$ cat src/rtl/swmd_pkg.sv
`timescale 1ns/1ps
package swmd_pkg;
  typedef enum logic [1:0] {
    ST_OFF    = 2'd0,
    ST_DETECT = 2'd1,
    ST_PWM    = 2'd2,
    ST_SERIAL = 2'd3
  } swmd_state_e;
endpackage

$ cat src/rtl/swmd_sync.sv
`timescale 1ns/1ps
module swmd_sync #(
  parameter int STAGES = 2
) (
  input  logic clk_i,
  input  logic rst_ni,
  input  logic pin_i,
  output logic level_o,
  output logic rise_o
);
  logic sr_q [STAGES];
  logic prev_q;

  for (genvar g = 0; g < STAGES; g++) begin : g_stage
    if (g == 0) begin : g_first
      always_ff @(posedge clk_i or negedge rst_ni)
        if (!rst_ni) sr_q[0] <= 1'b0;
        else         sr_q[0] <= pin_i;
    end else begin : g_next
      always_ff @(posedge clk_i or negedge rst_ni)
        if (!rst_ni) sr_q[g] <= 1'b0;
        else         sr_q[g] <= sr_q[g-1];
    end
  end

  always_ff @(posedge clk_i or negedge rst_ni)
    if (!rst_ni) prev_q <= 1'b0;
    else         prev_q <= sr_q[STAGES-1];

  assign level_o = sr_q[STAGES-1];
  assign rise_o  = sr_q[STAGES-1] & ~prev_q;
endmodule

$ cat src/rtl/swmd_cnt.sv
`timescale 1ns/1ps
module swmd_cnt #(
  parameter int WIDTH = 8
) (
  input  logic             clk_i,
  input  logic             rst_ni,
  input  logic             clr_i,
  input  logic             inc_i,
  output logic [WIDTH-1:0] cnt_o
);
  localparam logic [WIDTH-1:0] CntMax = '1;
  logic [WIDTH-1:0] cnt_q;

  // clear wins over increment; saturates instead of wrapping
  always_ff @(posedge clk_i or negedge rst_ni)
    if (!rst_ni)                       cnt_q <= '0;
    else if (clr_i)                    cnt_q <= '0;
    else if (inc_i && cnt_q != CntMax) cnt_q <= cnt_q + 1'b1;

  assign cnt_o = cnt_q;
endmodule

$ cat src/rtl/startup_mode_detect.sv
`timescale 1ns/1ps
module startup_mode_detect #(
  parameter int SYNC_STAGES = 2,
  parameter int DLY_CYC     = 10000,
  parameter int DET_CYC     = 26000,
  parameter int WIN_CYC     = 100000,
  parameter int SHDN_CYC    = 250000
) (
  input  logic clk_i,
  input  logic rst_ni,
  input  logic ctrl_i,
  output logic en_o,
  output logic serial_o,
  output logic mode_latch_o,
  output logic shdn_o
);
  import swmd_pkg::*;

  localparam int LowMax = (DET_CYC > SHDN_CYC) ? DET_CYC : SHDN_CYC;
  localparam int WinW   = $clog2(WIN_CYC + 1);
  localparam int LowW   = $clog2(LowMax + 1);
  localparam logic [WinW-1:0] WinDly  = WinW'(DLY_CYC);
  localparam logic [WinW-1:0] WinLast = WinW'(WIN_CYC - 1);
  localparam logic [LowW-1:0] DetLast = LowW'(DET_CYC - 1);
  localparam logic [LowW-1:0] OffLast = LowW'(SHDN_CYC - 1);

  swmd_state_e state_q, state_d;
  logic level, rise, pin_low, blank_over;
  logic win_clr, win_inc, low_clr, low_inc;
  logic latch_d, latch_q, shdn_d, shdn_q;
  logic [WinW-1:0] win_cnt;
  logic [LowW-1:0] low_cnt;

  swmd_sync #(.STAGES(SYNC_STAGES)) u_sync (
    .clk_i  (clk_i),
    .rst_ni (rst_ni),
    .pin_i  (ctrl_i),
    .level_o(level),
    .rise_o (rise)
  );

  swmd_cnt #(.WIDTH(WinW)) u_win_cnt (
    .clk_i (clk_i),
    .rst_ni(rst_ni),
    .clr_i (win_clr),
    .inc_i (win_inc),
    .cnt_o (win_cnt)
  );

  swmd_cnt #(.WIDTH(LowW)) u_low_cnt (
    .clk_i (clk_i),
    .rst_ni(rst_ni),
    .clr_i (low_clr),
    .inc_i (low_inc),
    .cnt_o (low_cnt)
  );

  assign pin_low    = ~level;
  assign blank_over = (win_cnt >= WinDly);

  always_comb begin
    state_d = state_q;
    win_clr = 1'b0;
    win_inc = 1'b0;
    low_clr = 1'b0;
    low_inc = 1'b0;
    latch_d = 1'b0;
    shdn_d  = 1'b0;
    unique case (state_q)
      ST_OFF: begin
        win_clr = 1'b1;
        low_clr = 1'b1;
        if (rise) state_d = ST_DETECT;
      end
      ST_DETECT: begin
        win_inc = 1'b1;
        low_inc = 1'b1;
        low_clr = ~(pin_low & blank_over);   // lows inside blanking never count
        if (pin_low && blank_over && low_cnt == DetLast) begin
          state_d = ST_SERIAL;
          latch_d = 1'b1;
          low_clr = 1'b1;
        end else if (win_cnt == WinLast) begin
          state_d = ST_PWM;
          latch_d = 1'b1;
          low_clr = 1'b1;
        end
      end
      ST_PWM, ST_SERIAL: begin
        low_inc = 1'b1;
        low_clr = ~pin_low;
        if (pin_low && low_cnt == OffLast) begin
          state_d = ST_OFF;
          shdn_d  = 1'b1;
        end
      end
      default: state_d = ST_OFF;
    endcase
  end

  always_ff @(posedge clk_i or negedge rst_ni)
    if (!rst_ni) begin
      state_q <= ST_OFF;
      latch_q <= 1'b0;
      shdn_q  <= 1'b0;
    end else begin
      state_q <= state_d;
      latch_q <= latch_d;
      shdn_q  <= shdn_d;
    end

  assign en_o         = (state_q != ST_OFF);
  assign serial_o     = (state_q == ST_SERIAL);
  assign mode_latch_o = latch_q;
  assign shdn_o       = shdn_q;
endmodule

$ cat config.mk
export PLATFORM = sky130hd
export DESIGN_NAME = startup_mode_detect
export DESIGN_NICKNAME = d
export VERILOG_FILES = /design/src/rtl/swmd_pkg.sv /design/src/rtl/swmd_sync.sv /design/src/rtl/swmd_cnt.sv /design/src/rtl/startup_mode_detect.sv
export SDC_FILE = /design/constraint.sdc
export NUM_CORES = 1
export LEC_CHECK = 0
export ABC_CLOCK_PERIOD_IN_PS = 3000
export CAP_MARGIN = 20
export CORE_ASPECT_RATIO = 1.1
export CORE_UTILIZATION = 38
export CTS_BUF_LIST = sky130_fd_sc_hd__clkbuf_4 sky130_fd_sc_hd__clkbuf_8 sky130_fd_sc_hd__clkbuf_16
export DETAILED_ROUTE_END_ITERATION = 8
export SYNTH_ARGS = -nofsm -noshare
export SYNTH_HDL_FRONTEND = slang
export SYNTH_HIERARCHICAL = 1
export SYNTH_SLANG_ARGS = --single-unit
$ cat constraint.sdc
create_clock -name clk_i -period 3 [get_ports clk_i]
set_clock_uncertainty 0.1 [all_clocks]
set_input_delay 0.6 -clock clk_i [delete_from_list [all_inputs] [get_ports clk_i]]
set_output_delay 0.6 -clock clk_i [all_outputs]
set_load 0.02 [all_outputs]
==> results by stage, run 1 <==
Setup path:
- The endpoint identified for the worst register-to-register timing path is u_win_cnt/cnt_o[8].
- The cell that appears most often on the critical path is sky130_fd_sc_hd__nor3_1.
- The arrival time reported for the critical path endpoint is 2.45 ns.
- The destination of the critical timing path is u_win_cnt/cnt_o[8].
- The startpoint of the most critical register-to-register path is u_win_cnt/cnt_o[4].
- The endpoint class of the critical path is a flop.
- For flop-to-flop paths, the worst setup slack is 0.61 ns.
- The slowest library cell on the worst path is sky130_fd_sc_hd__dfrtp_1.
- The data required time at the worst endpoint is 3.06 ns.
- The length in cells of the worst reg-to-reg path is 8.
- The kind of start point of the critical path is a flop.
- The critical path goes through nand4_4 > or3_4 > nor3_1 > ha_1 > nand2b_1 > nor3_1 > xnor2_1 > nor2_1.
- The kind of critical path is reg -> reg.
- The largest driver fanout on the critical path is 7.
- The origin of the worst setup path is u_win_cnt/cnt_o[4].
- For this run, the slowest stage of the critical path takes 0.53 ns.

Placed design:
- Port buffering added 6 buffers.
- The weighted congestion at the end of routability-driven global placement is 0.864.
- Once placement completed, the tool counted placed cells totaling 323.
- The detailed-placement wirelength estimate is between 3000 and 4000 um.

Logic synthesis:
- After synthesis the netlist holds a flip-flop and latch count of 42.
- After synthesis the cells add up to approximately 2400 um^2.
- The synthesized design contains 0 enable-type register cells.
- The cell with the most instances after synthesis is sky130_fd_sc_hd__dfrtp_1.
- Synthesis produced a netlist with a net count of 250.
- The synthesized area per cell is 9.69 um^2.
- Counting flops with an async set or reset pin after synthesis yields a share of 100%.
- The commonest cells after synthesis are sky130_fd_sc_hd__dfrtp_1 (42), sky130_fd_sc_hd__nor2_1 (32), sky130_fd_sc_hd__nand2_1 (21).
- The number of distinct library cells after synthesis is 51.
- Ranked by total cell area, the synthesized netlist is headed by sky130_fd_sc_hd__dfrtp_1 (44%), sky130_fd_sc_hd__xnor2_1 (5.9%), sky130_fd_sc_hd__nor2_1 (5.1%).
- The most used flip-flop cell after synthesis is sky130_fd_sc_hd__dfrtp_1.
- During synthesis, Yosys emitted a total of 6 warnings.
- The synthesized design spends more area on one cell type than any other, namely sky130_fd_sc_hd__dfrtp_1.
- The share of the Yosys chip area taken by registers is 44.5%.
- In the synthesized netlist, the number of instances is 244.
- Of the post-synthesis cell area, the dominant cell type holds between 40% and 50%.

Drt:
- The via count of the routed design is 1797.
- The post-detailed-route wirelength per cell is 14.9 um.
- The total detailed-routing wirelength is 4940 um.
- The first-iteration detailed-routing DRC count is 71.
- The average vias per placed instance is between 5 and 6.
- The number of nets still failing antenna checks after routing is 0.
- The first-pass iteration count of the detailed router is 4.
- The number of DRC violations after detailed routing is 0.

Global route:
- The first global-routing pass estimated 8580 um of wire.
- The via count of the first global-routing pass came to ~1800.
- The number of antenna violations at the first check in global routing came to 0.
- The remaining global-route overflow is 0.
- The pin count of the biggest net entering global routing is 43.
- In the global route stage, overall resource usage came out at between 10% and 20%.

Final layout:
- After filler insertion, the fill cell instance count of the layout stands at 574.
- The finished layout holds ~330 standard cells, fillers aside.
- The core utilization of the finished layout is 44.2%.
- The number of antenna diodes in the final layout is 0.
- Compared with the post-synthesis result, the final layout area differs by 9.95%.
- The area occupied by registers is 1050 um^2.
- Of the cells placed in the final design, the portion with a size suffix greater than 1 is approximately 13%.
- The area taken by multi-input logic gates is between 1000 and 1500 um^2.
- In the final design database the tool counted 259 nets.

CTS:
- The clock tree from TritonCTS is yes.
- The clock-pin transition on the worst setup and hold timing paths is 0.07 ns.
- The count of hold buffers inserted by post-cts repair is 0.
- The tree is rooted in a sky130_fd_sc_hd__clkbuf_8.
- Post-CTS timing repair inserted 0 buffers for setup.
- The number of gates given a new drive strength after cts is 0.
- No sink is reached through more buffers than the 2 on the longest clock path.
- The number of H-tree levels is 2.
- The number of clock buffers inserted by TritonCTS is 5.
- The worst-skew pair later-pin latency is around 0.30 ns.
- The clock drives 42 sinks.

Timing:
- At the pin with the least slew margin, the transition time is approximately 0.94 ns.
- After routing, the total negative slack on setup checks comes to 0 ns.
- Setup repair after global routing left no endpoint under its margin.
- The total setup violations reported at the end of the flow is 0.
- The final count of hold timing violations is 0.
- Measured against its own limit, the worst slew margin works out to 37.1%.
- The maximum frequency from static timing analysis is 0.418 GHz.
- The smallest clock period supported by the final layout is computed as 2.39 ns.
- The max-slew violation count is 0.
- After layout, the worst path uses 79.7% of the clock period.

Die:
- The boundary pin count is 7.
- Row generation in the floorplan step produced 29 rows.
- For this configuration, the core starts out at a cell density of 40.2%.
- The horizontal die dimension is approximately 77 um.
- The total area inside the core boundary comes to 5880 um^2.
- From bottom edge to top edge, the die measures 84.7 um.
- The floorplan step defined a die boundary enclosing between 6000 and 7000 um^2.

Status:
- The flow ran to the end, and the final reports show no timing, DRC or antenna violations.

Power:
- Net switching is 30.4% of the power.
- The share of total power dissipated in the clock network is 30.2%.
- The logic gate share of total power is 13.1%.
- The internal power component is 0.883 mW.
- The share of total power dissipated in sequential elements is between 50% and 60%.
- Power spread over the standard cell area amounts to between 400 and 500 nW/um^2.
- The power after layout is about 1.3 mW.
- The worst-case IR drop observed on VDD is slightly above 0.5 mV.
- The analysis attributes to cell leakage a power of 1.06 nW.
- For this design the total switching power over the nets is 0.385 mW.

Worst hold path:
- The origin of the worst min-delay path is u_sync/sr_q[1].
- The path type of the worst min-delay path is reg -> reg.

Flow run:
- Across the run, the number of max-cap violations was 0.
==> placed cells by master (no fill, tap or decap), types with 3 or more instances in the layout <==
| master | n |
|---|---|
| sky130_fd_sc_hd__nand3_1 | 9 |
| sky130_fd_sc_hd__clkdlybuf4s50_1 | 5 |
| sky130_fd_sc_hd__inv_1 | 4 |
| sky130_fd_sc_hd__o21ai_0 | 5 |
| sky130_fd_sc_hd__nand4_1 | 8 |
| sky130_fd_sc_hd__and3_1 | 4 |
| sky130_fd_sc_hd__clkbuf_8 | 6 |
| sky130_fd_sc_hd__xnor2_1 | 16 |
| sky130_fd_sc_hd__nor2_1 | 32 |
| sky130_fd_sc_hd__nor4_1 | 7 |
| sky130_fd_sc_hd__dfrtp_1 | 42 |
| sky130_fd_sc_hd__nand2_1 | 21 |
| sky130_fd_sc_hd__ha_1 | 3 |
| sky130_fd_sc_hd__nand2b_1 | 4 |
| sky130_fd_sc_hd__a21oi_1 | 10 |
| sky130_fd_sc_hd__nand3b_1 | 3 |
| sky130_fd_sc_hd__nor2b_1 | 4 |
| sky130_fd_sc_hd__mux2i_1 | 3 |
| sky130_fd_sc_hd__nor3_1 | 11 |
| sky130_fd_sc_hd__xor2_1 | 6 |
| sky130_fd_sc_hd__and4b_1 | 4 |
==> area by class of cell <==
type,count,area share (%)
Inverter,4,0.578
Clock buffer,7,3.47
Multi-Input combinational cell,193,49.2
Clock inverter,1,0.193
Timing Repair Buffer,7,2.41
Sequential cell,42,40.4
Tap cell,77,3.71
==> per-layer routing <==
metal	vias up	wire [um]	share of wire, %	GRT usage (%)
met5	-	0	0	0
li1	900	-	-	-
met1	871	2250	46	20.1
met2	19	2540	51	29.3
met4	0	56	1.1	4.80
met3	7	94	1.9	4.67
==> how the worst min path moves through the flow <==
stage	endpoint	slack (ns)	depth (start not counted)
2_1_floorplan	mode_latch_o	0.20	0
3_3_place_gp	u_sync/level_o	0.24	0
3_5_place_dp	u_sync/level_o	0.25	0
4_1_cts	u_sync/level_o	0.27	0
5_1_grt	u_sync/level_o	0.27	0
6_report	u_sync/level_o	0.26	0
==> worst max-delay path, delay by kind of cell (launching register included) <==
kind / cells / cell delay (ns)
xor+xnor: 1 / 0.15
fa+ha+maj: 1 / 0.23
flops: 1 / 0.53
simple gates: 6 / 1.26
==> power by group through the flow <==
stage	Combinational, mW	Sequential, mW	Clock [mW]
final	0.166	0.720	0.383
after global routing	0.190	0.730	0.430
after floorplan	0.141	0.691	0
after global placement	0.167	0.732	0
after CTS	0.168	0.716	0.399
after detailed placement	0.165	0.727	0
==> registers in the layout, summed over array words and instances, names as in the netlist <==
name,count
mode_latch_o,1
shdn_o,1
state_q,2
u_low_cnt/cnt_o,18
u_sync/level_o,1
u_sync/prev_q,1
u_sync/sr_q,1
u_win_cnt/cnt_o,17
==> metrics by stage <==
stage	cell area, um^2	worst slack, ns	hold WS, ns
floorplan	2360	0.881	0.204
global placement	2500	0.662	0.236
detailed placement	2500	0.643	0.248
CTS	2600	0.603	0.267
global route	2600	0.451	0.272
finish	2600	0.610	0.265
==> cell families (layout without fill, tap and decap cells) <==
group / Yosys count / count (layout) / share of synthesized area [%]
simple gates: 134 / 134 / 33.5
flops: 42 / 42 / 44.5
compound gates: 29 / 29 / 8.63
xor+xnor: 22 / 22 / 8.15
buf+inv: 9 / 19 / 1.43
mux: 5 / 5 / 2.22
fa+ha+maj: 3 / 3 / 1.59
Power figures use the tool's default switching activity.
==> inputs of run 2 (changes only) <==
--- a/config.mk
+++ b/config.mk
@@ -5,7 +5,7 @@
 export SDC_FILE = /design/constraint.sdc
 export NUM_CORES = 1
 export LEC_CHECK = 0
-export ABC_CLOCK_PERIOD_IN_PS = 3000
+export ABC_CLOCK_PERIOD_IN_PS = 2050
 export CAP_MARGIN = 20
 export CORE_ASPECT_RATIO = 1.1
 export CORE_UTILIZATION = 38
==> constraint.sdc (replaced) <==
create_clock -name clk_i -period 2.05 [get_ports clk_i]
set_clock_uncertainty 0.1 [all_clocks]
set_input_delay 0.41 -clock clk_i [delete_from_list [all_inputs] [get_ports clk_i]]
set_output_delay 0.41 -clock clk_i [all_outputs]
set_load 0.02 [all_outputs]
==> results by stage, run 2 (synthesis gave the netlist of run 1 again) <==
Status:
- The flow ran to the end, but the final reports show violations.
- The checks that failed: setup timing.

Timing:
- Setup violations remaining at the end of the flow were counted as 26.
- At the pin with the least slew margin, the transition time is 0.443 ns.
- Counting I/O delays and the setup requirement, the final critical path takes 2.14 ns.
- The sum of negative setup slack is -1.45 ns.
- The final count of hold timing violations was 0.
- Setup repair after global routing could not meet its margin everywhere.
- The ratio of final minimum period to clock period is 104%.
- The headroom to the max-slew limit is 70.5%.
- The max-slew violation count came to 0.
- The least setup slack across all paths after layout is -0.0922 ns.
- The tightest hold path in the finished design has a slack of 0.256 ns.
- The maximum frequency from static timing analysis is 0.467 GHz.

Final layout:
- The area growth from synthesis to layout is 37.7%.
- In the layout the commonest cells are sky130_fd_sc_hd__buf_4 (54), sky130_fd_sc_hd__dfrtp_1 (39), sky130_fd_sc_hd__nor2_1 (24).
- The core utilization of the finished layout is 55.4%.
- In the final layout, the multi-input gates occupy around 1400 um^2.
- The diode insertion count for antenna repair is 0.
- Fill cells in the final layout number 531.
- The area of all placed cells without fillers is 3250 um^2.
- Excluding fillers, the count of instances in the completed layout stands at 392.
- The register with the most flip-flops in the layout has 18 of them.
- The most frequent standard cell in the layout excluding fill and tap cells is sky130_fd_sc_hd__buf_4.
- The net count of the finished layout is between 300 and 400.
- Across the whole layout, storage elements account for ~1100 um^2.
- In the final layout, the share of cells above drive strength 1 is 41.6%.

Global route:
- The remaining global-route overflow is 0.
- Entering global routing, the biggest net connects 20 pins.
- The number of antenna violations at the first check in global routing is 0.
- The overall track demand over capacity in global routing is 19.5%.
- The first global-routing pass estimated slightly above 10000 um of wire.
- The via count of the first global-routing pass is roughly 2200.

Setup path:
- The signal on the critical path passes through or4_4 > nor4_4 > a2bb2oi_2 > a31oi_2 > buf_4 > buf_4 > buf_8 > a21oi_2.
- STA classifies the critical path startpoint as a flop.
- The largest driver fanout on the critical path is 9.
- The most numerous cell type found on the critical path is sky130_fd_sc_hd__buf_4.
- The endpoint class of the critical path is a flop.
- The arrival time reported for the critical path endpoint is 2.28 ns.
- The biggest cell delay along the critical path is ~0.56 ns.
- The data required time at the worst endpoint is ~2.2 ns.
- The origin of the worst setup path is u_win_cnt/cnt_o[11].
- The startpoint of the most critical register-to-register path is u_win_cnt/cnt_o[11].
- By startpoint and endpoint, the worst setup path is classified as reg -> reg.
- The slowest library cell on the worst path is sky130_fd_sc_hd__or4_4.

Die:
- The die footprint is 6540 um^2.
- The starting density of the core is 40.2%.
- The number of rows in the core area is 29.
- The horizontal die dimension is 77.2 um.
- The area of the placeable core is 5880 um^2.
- 7 I/O pins were placed.
- Measured along the y axis, the die boundary spans 84.7 um.

CTS:
- For the worst-skew pair, the clock arrives at the later sink with an insertion delay of 0.30 ns.
- The clock net sink count is 42.
- The number of H-tree levels is 2.
- Counting along the longest clock path gives a buffer depth of 2.
- Clock-pin slew was measured on the worst setup and hold paths at 0.09 ns.
- The number of clock buffers inserted by TritonCTS is 5.
- In this run the clock root is driven by a sky130_fd_sc_hd__clkbuf_8.
- TritonCTS built the clock tree.

Drt:
- The detailed router finished its first iteration with 95 violations.
- The total detailed-routing wirelength is 6200 um.
- The number of DRC violations after detailed routing is 0.
- Dividing the detail-routed wire length by the instance count gives 15.8 um.
- The average vias per placed instance is 5.38.
- The via count of the routed design is 2109.
- Before antenna repair, the detailed router went through 4 iterations.
- The number of nets still failing antenna checks after routing is 0.

Placed design:
- The number of input and output port buffers inserted is 6.
- Once placement finished, the instance area stood at 2860 um^2.
- The detailed-placement wirelength estimate is between 4000 and 5000 um.
- Counting tap cells, the placed design contains a total of around 370 instances.
- The weighted congestion at the end of routability-driven global placement is 0.944.
- Prior to clock tree synthesis, the placed netlist has a worst setup slack of -0.0731 ns.

Power:
- The ratio of total power to cell area is about 660 nW/um^2.
- The peak ir drop on the vdd network is about 0.59 mV.
- Summed over all cells, the static leakage comes to 1.38 nW.
- After layout, the design draws a total of 2.14 mW.

Worst hold path:
- The path type of the worst min-delay path is reg -> reg.
- The origin of the worst min-delay path is u_sync/sr_q[1].

Flow run:
- Across the run, the number of max-cap violations was 0.
==> run 2: cell types whose count changed in the layout (fill, tap and decap cells not counted), sizes merged <==
cell,change
dlygate4sd3,+1
buf,+60
clkinvlp,+1
clkbuf,-1
dlygate4sd2,+1
clkdlybuf4s50,-1
==> run 2: per-layer routing <==
metal,share of wire (%),track usage [%],wire length (um)
met5,0,0,0
met3,2.6,3.70,162
met4,2.8,6.86,174
met2,53,35.6,3310
met1,41,22.6,2550
==> run 2: critical path: cells and delay by family, from the launching register on <==
kind / cells / cell delay, ns
AOI/OAI and AO/OA: 3 / 0.37
buffers and inverters: 3 / 0.45
DFF: 1 / 0.41
and+or+nand+nor: 2 / 0.75
==> run 2: what timing repair did <==
| action | CTS | global route |
|---|---|---|
| cloned | 0 | 1 |
| resized for setup | 6 | 42 |
| endpoints found under the hold margin | 17 | 0 |
| buffers inserted | 4 | 10 |
| hold buffers | 1 | 0 |
| pin swaps | 4 | 18 |
| setup endpoints to repair | 23 | 34 |
==> run 2: where the power goes <==
| part | internal [mW] | switching (mW) | total [mW] |
|---|---|---|---|
| Sequential | 0.907 | 0.0909 | 0.998 |
| Combinational | 0.294 | 0.279 | 0.573 |
| Clock | 0.271 | 0.298 | 0.568 |
| Total | 1.47 | 0.668 | 2.14 |
==> run 2: final cells by class <==
type / count / area share (%)
multi-input combinational: 193 / 44.5
tap: 77 / 2.96
sequential: 42 / 32.4
inverter: 4 / 0.461
timing repair buffer: 68 / 16.8
clock buffer: 6 / 2.54
clock inverter: 2 / 0.384
==> run 2: path summary, 6_finish.rpt <==
kind                                  endpoint  slack, ns  depth (start not counted)
setup / recovery            u_low_cnt/cnt_o[7]      -0.09                          8
hold / removal                  u_sync/level_o       0.26                          0
setup reg to reg            u_low_cnt/cnt_o[7]      -0.09                          8
hold reg to reg                 u_sync/level_o       0.26                          0
max in group asynchronous  u_win_cnt/cnt_o[13]       0.80                          3
min in group asynchronous   u_low_cnt/cnt_o[2]       0.47                          2
==> inputs of run 3 (changes only) <==
--- a/config.mk
+++ b/config.mk
@@ -5,12 +5,13 @@
 export SDC_FILE = /design/constraint.sdc
 export NUM_CORES = 1
 export LEC_CHECK = 0
-export ABC_CLOCK_PERIOD_IN_PS = 2050
+export ABC_CLOCK_PERIOD_IN_PS = 2000
 export CAP_MARGIN = 20
 export CORE_ASPECT_RATIO = 1.1
 export CORE_UTILIZATION = 38
 export CTS_BUF_LIST = sky130_fd_sc_hd__clkbuf_4 sky130_fd_sc_hd__clkbuf_8 sky130_fd_sc_hd__clkbuf_16
 export DETAILED_ROUTE_END_ITERATION = 8
+export DONT_BUFFER_PORTS = 1
 export SYNTH_ARGS = -nofsm -noshare
 export SYNTH_HDL_FRONTEND = slang
 export SYNTH_HIERARCHICAL = 1
==> constraint.sdc (replaced) <==
create_clock -name clk_i -period 2 [get_ports clk_i]
set_clock_uncertainty 0.1 [all_clocks]
set_input_delay 0.4 -clock clk_i [delete_from_list [all_inputs] [get_ports clk_i]]
set_output_delay 0.4 -clock clk_i [all_outputs]
set_load 0.02 [all_outputs]
==> results by stage, run 3 (synthesis gave the netlist of run 1 again) <==
Final layout:
- The count of nets after finishing is approximately 300.
- The top cell types in the final layout, fill and taps aside, are sky130_fd_sc_hd__dfrtp_1 (39), sky130_fd_sc_hd__buf_4 (39), sky130_fd_sc_hd__nor2_1 (24).
- Excluding fillers, the count of instances in the completed layout stands at between 300 and 400.
- The area of all placed cells without fillers is about 3200 um^2.
- The post-route netlist has 39.2% of its cells at a drive strength greater than 1.
- The repair_antennas step left the layout with diodes totalling 0.
- From synthesis to final layout, the design area changed by 34.0%.
- The number of flip-flops under the largest register name is 18.
- The number of filler cells placed in the layout is 531.

CTS:
- The clock-pin transition on the worst setup and hold timing paths is 0.08 ns.
- The worst-skew pair later-pin latency is 0.30 ns.
- The clock net sink count is 42.
- The clock tree from TritonCTS is yes.
- In this run the deepest clock path goes through 2 buffers.
- The number of clock buffers added by TritonCTS is 5.
- In this run the number of H-tree levels came out at 2.
- The tree is rooted in a sky130_fd_sc_hd__clkbuf_8.

Timing:
- For the pin with the worst max-slew slack, the measured transition is 0.443 ns.
- After routing, the total negative slack on setup checks comes to -0.311 ns.
- The headroom to the max-slew limit is 70.4%.
- The final count of hold timing violations was 0.
- The worst path uses 103% of the clock period.
- Once routing completed, OpenROAD measured the worst setup slack at -0.0607 ns.
- Setup violations remaining at the end of the flow were counted as 10.
- The max-slew violation count is 0.
- Derived from the worst setup path, the maximum achievable clock frequency is 0.485 GHz.
- The shortest period the worst path allows is 2.06 ns.
- Setup repair after global routing could not meet its margin everywhere.

Placed design:
- Detailed placement finished with a half-perimeter wire length of just over 4000 um.
- The weighted congestion at the end of routability-driven global placement is between 0.8 and 0.9.
- The post-detailed-placement cell area is 2780 um^2.
- The number of input and output port buffers inserted is 0.
- The number of placed instances with taps included is 358.

Drt:
- Summing over every cut layer, the via total after detailed routing is 1995.
- Using the TritonRoute via totals, the vias-per-cell ratio works out to ~5.3.
- In the routed design, unresolved DRC markers number 0.
- The total detailed-routing wirelength is between 5000 and 6000 um.
- Before antenna repair, the detailed router went through 4 iterations.
- Dividing the detail-routed wire length by the instance count gives 15.4 um.
- The number of nets still failing antenna checks after routing is 0.
- For this block, the initial DRC count from the detailed router was 97.

Power:
- The power after layout is 2.29 mW.
- The reported leakage power is 1.36 nW.
- The peak ir drop on the vdd network is just under 0.6 mV.
- Dividing total power by cell area gives a power density of roughly 720 nW/um^2.

Setup path:
- The kind of start point of the critical path is a flop.
- The data required time at the worst endpoint is 2.09 ns.
- The largest driver fanout on the critical path is 9.
- STA classifies the critical path endpoint as a flop.
- At the worst endpoint, the arrival time is roughly 2.2 ns.
- The kind of critical path is reg -> reg.

Global route:
- The overall track demand over capacity in global routing is 18.9%.
- The via count of the first global-routing pass is 1980.
- The first global-routing pass estimated 9600 um of wire.
- The number of antenna violations at the first check in global routing is 0.
- The total overflow left after global routing is 0.
- Entering global routing, the biggest net connects 43 pins.

Status:
- The flow ran to the end, but the final reports show violations.
- The final reports fail on setup timing.

Die:
- The number of rows in the core area is 29.
- The core region is 5880 um^2.
- The starting density of the core is 40.2%.
- The die covers 6540 um^2.
- The die is between 70 and 80 um wide.
- The overall die height is 84.7 um.
- The boundary pin count is 7.

Flow run:
- The max-capacitance violation count is 0.

Worst hold path:
- The path type of the worst min-delay path is in -> reg.
==> run 3: cell count changes in the layout (fill, tap and decap cells not counted), moves of 2 or more <==
cell / change
sky130_fd_sc_hd__a21oi_1: +2
sky130_fd_sc_hd__a21oi_2: -2
sky130_fd_sc_hd__buf_2: -2
sky130_fd_sc_hd__buf_4: -15
sky130_fd_sc_hd__buf_6: +3
sky130_fd_sc_hd__clkdlybuf4s50_1: -4
sky130_fd_sc_hd__nor3_1: +2
sky130_fd_sc_hd__nor3_2: -3
==> run 3: final cells by class <==
class / count / area (um^2) / area share, %
clock buffer: 7 / 90.1 / 2.84
clock inverter: 1 / 30.0 / 0.948
inverter: 4 / 15.0 / 0.474
multi-input combinational: 193 / 1470 / 46.3
sequential: 42 / 1050 / 33.3
tap: 77 / 96.3 / 3.04
timing repair buffer: 49 / 413 / 13.0
==> run 3: worst max-delay path, cell delays in order, from the launching register on <==
cell and delay [ns]:
sky130_fd_sc_hd__dfrtp_1 0.40, sky130_fd_sc_hd__nand4b_1 0.19, sky130_fd_sc_hd__nor4_1 0.27, sky130_fd_sc_hd__buf_4 0.17, sky130_fd_sc_hd__nand3_1 0.11, sky130_fd_sc_hd__a31oi_2 0.22
sky130_fd_sc_hd__buf_6 0.17, sky130_fd_sc_hd__nor2b_1 0.05, sky130_fd_sc_hd__mux2_2 0.26
==> run 3: worst paths after layout <==
kind,cells past startpoint,slack [ns],start,endpoint
worst max-delay path,8,-0.06,u_win_cnt/cnt_o[13],u_low_cnt/cnt_o[11]
worst min-delay path,0,0.03,ctrl_i,u_sync/sr_q[1]
worst max register to register,8,-0.06,u_win_cnt/cnt_o[13],u_low_cnt/cnt_o[11]
worst min register to register,0,0.25,u_sync/sr_q[1],u_sync/level_o
max in group asynchronous,2,1.11,rst_ni,u_win_cnt/cnt_o[4]
min in group asynchronous,2,0.47,rst_ni,u_low_cnt/cnt_o[0]
==> run 3: metal layers <==
metal / global-route usage [%] / vias up / part of all wire [%]
met4: 6.17 / 0 / 0.96
met1: 24.2 / 971 / 44
met5: 0 / - / 0
met2: 32.2 / 37 / 51
met3: 3.26 / 5 / 3.7
li1: - / 982 / -
==> run 3: what timing repair did <==
action / CTS / global route
hold buffers: 2 / 0
hold endpoints to repair: 42 / 0
pin swaps: 12 / 14
endpoints found under the setup margin: 30 / 35
gates resized for setup: 18 / 31
setup buffers: 2 / 2
gates cloned: 1 / 0
==> run 3: stage by stage <==
stage | setup WS, ns | hold slack [ns] | utilization (%)
floorplan | 0.00854 | 0.00441 | -
global placement | -0.0202 | 0.00623 | 47.3
detailed placement | -0.0837 | 0.00629 | 47.3
CTS | -0.0819 | 0.0176 | 51.2
global route | -0.121 | 0.00541 | 53.9
finish | -0.0607 | 0.0251 | 53.9
==> run 3: power by group <==
group | leakage (nW) | total (mW) | switching [mW] | internal, mW
clock network | 0.0619 | 0.714 | 0.293 | 0.421
logic | 0.741 | 0.540 | 0.275 | 0.265
registers | 0.558 | 1.04 | 0.105 | 0.931
total | 1.36 | 2.29 | 0.673 | 1.62
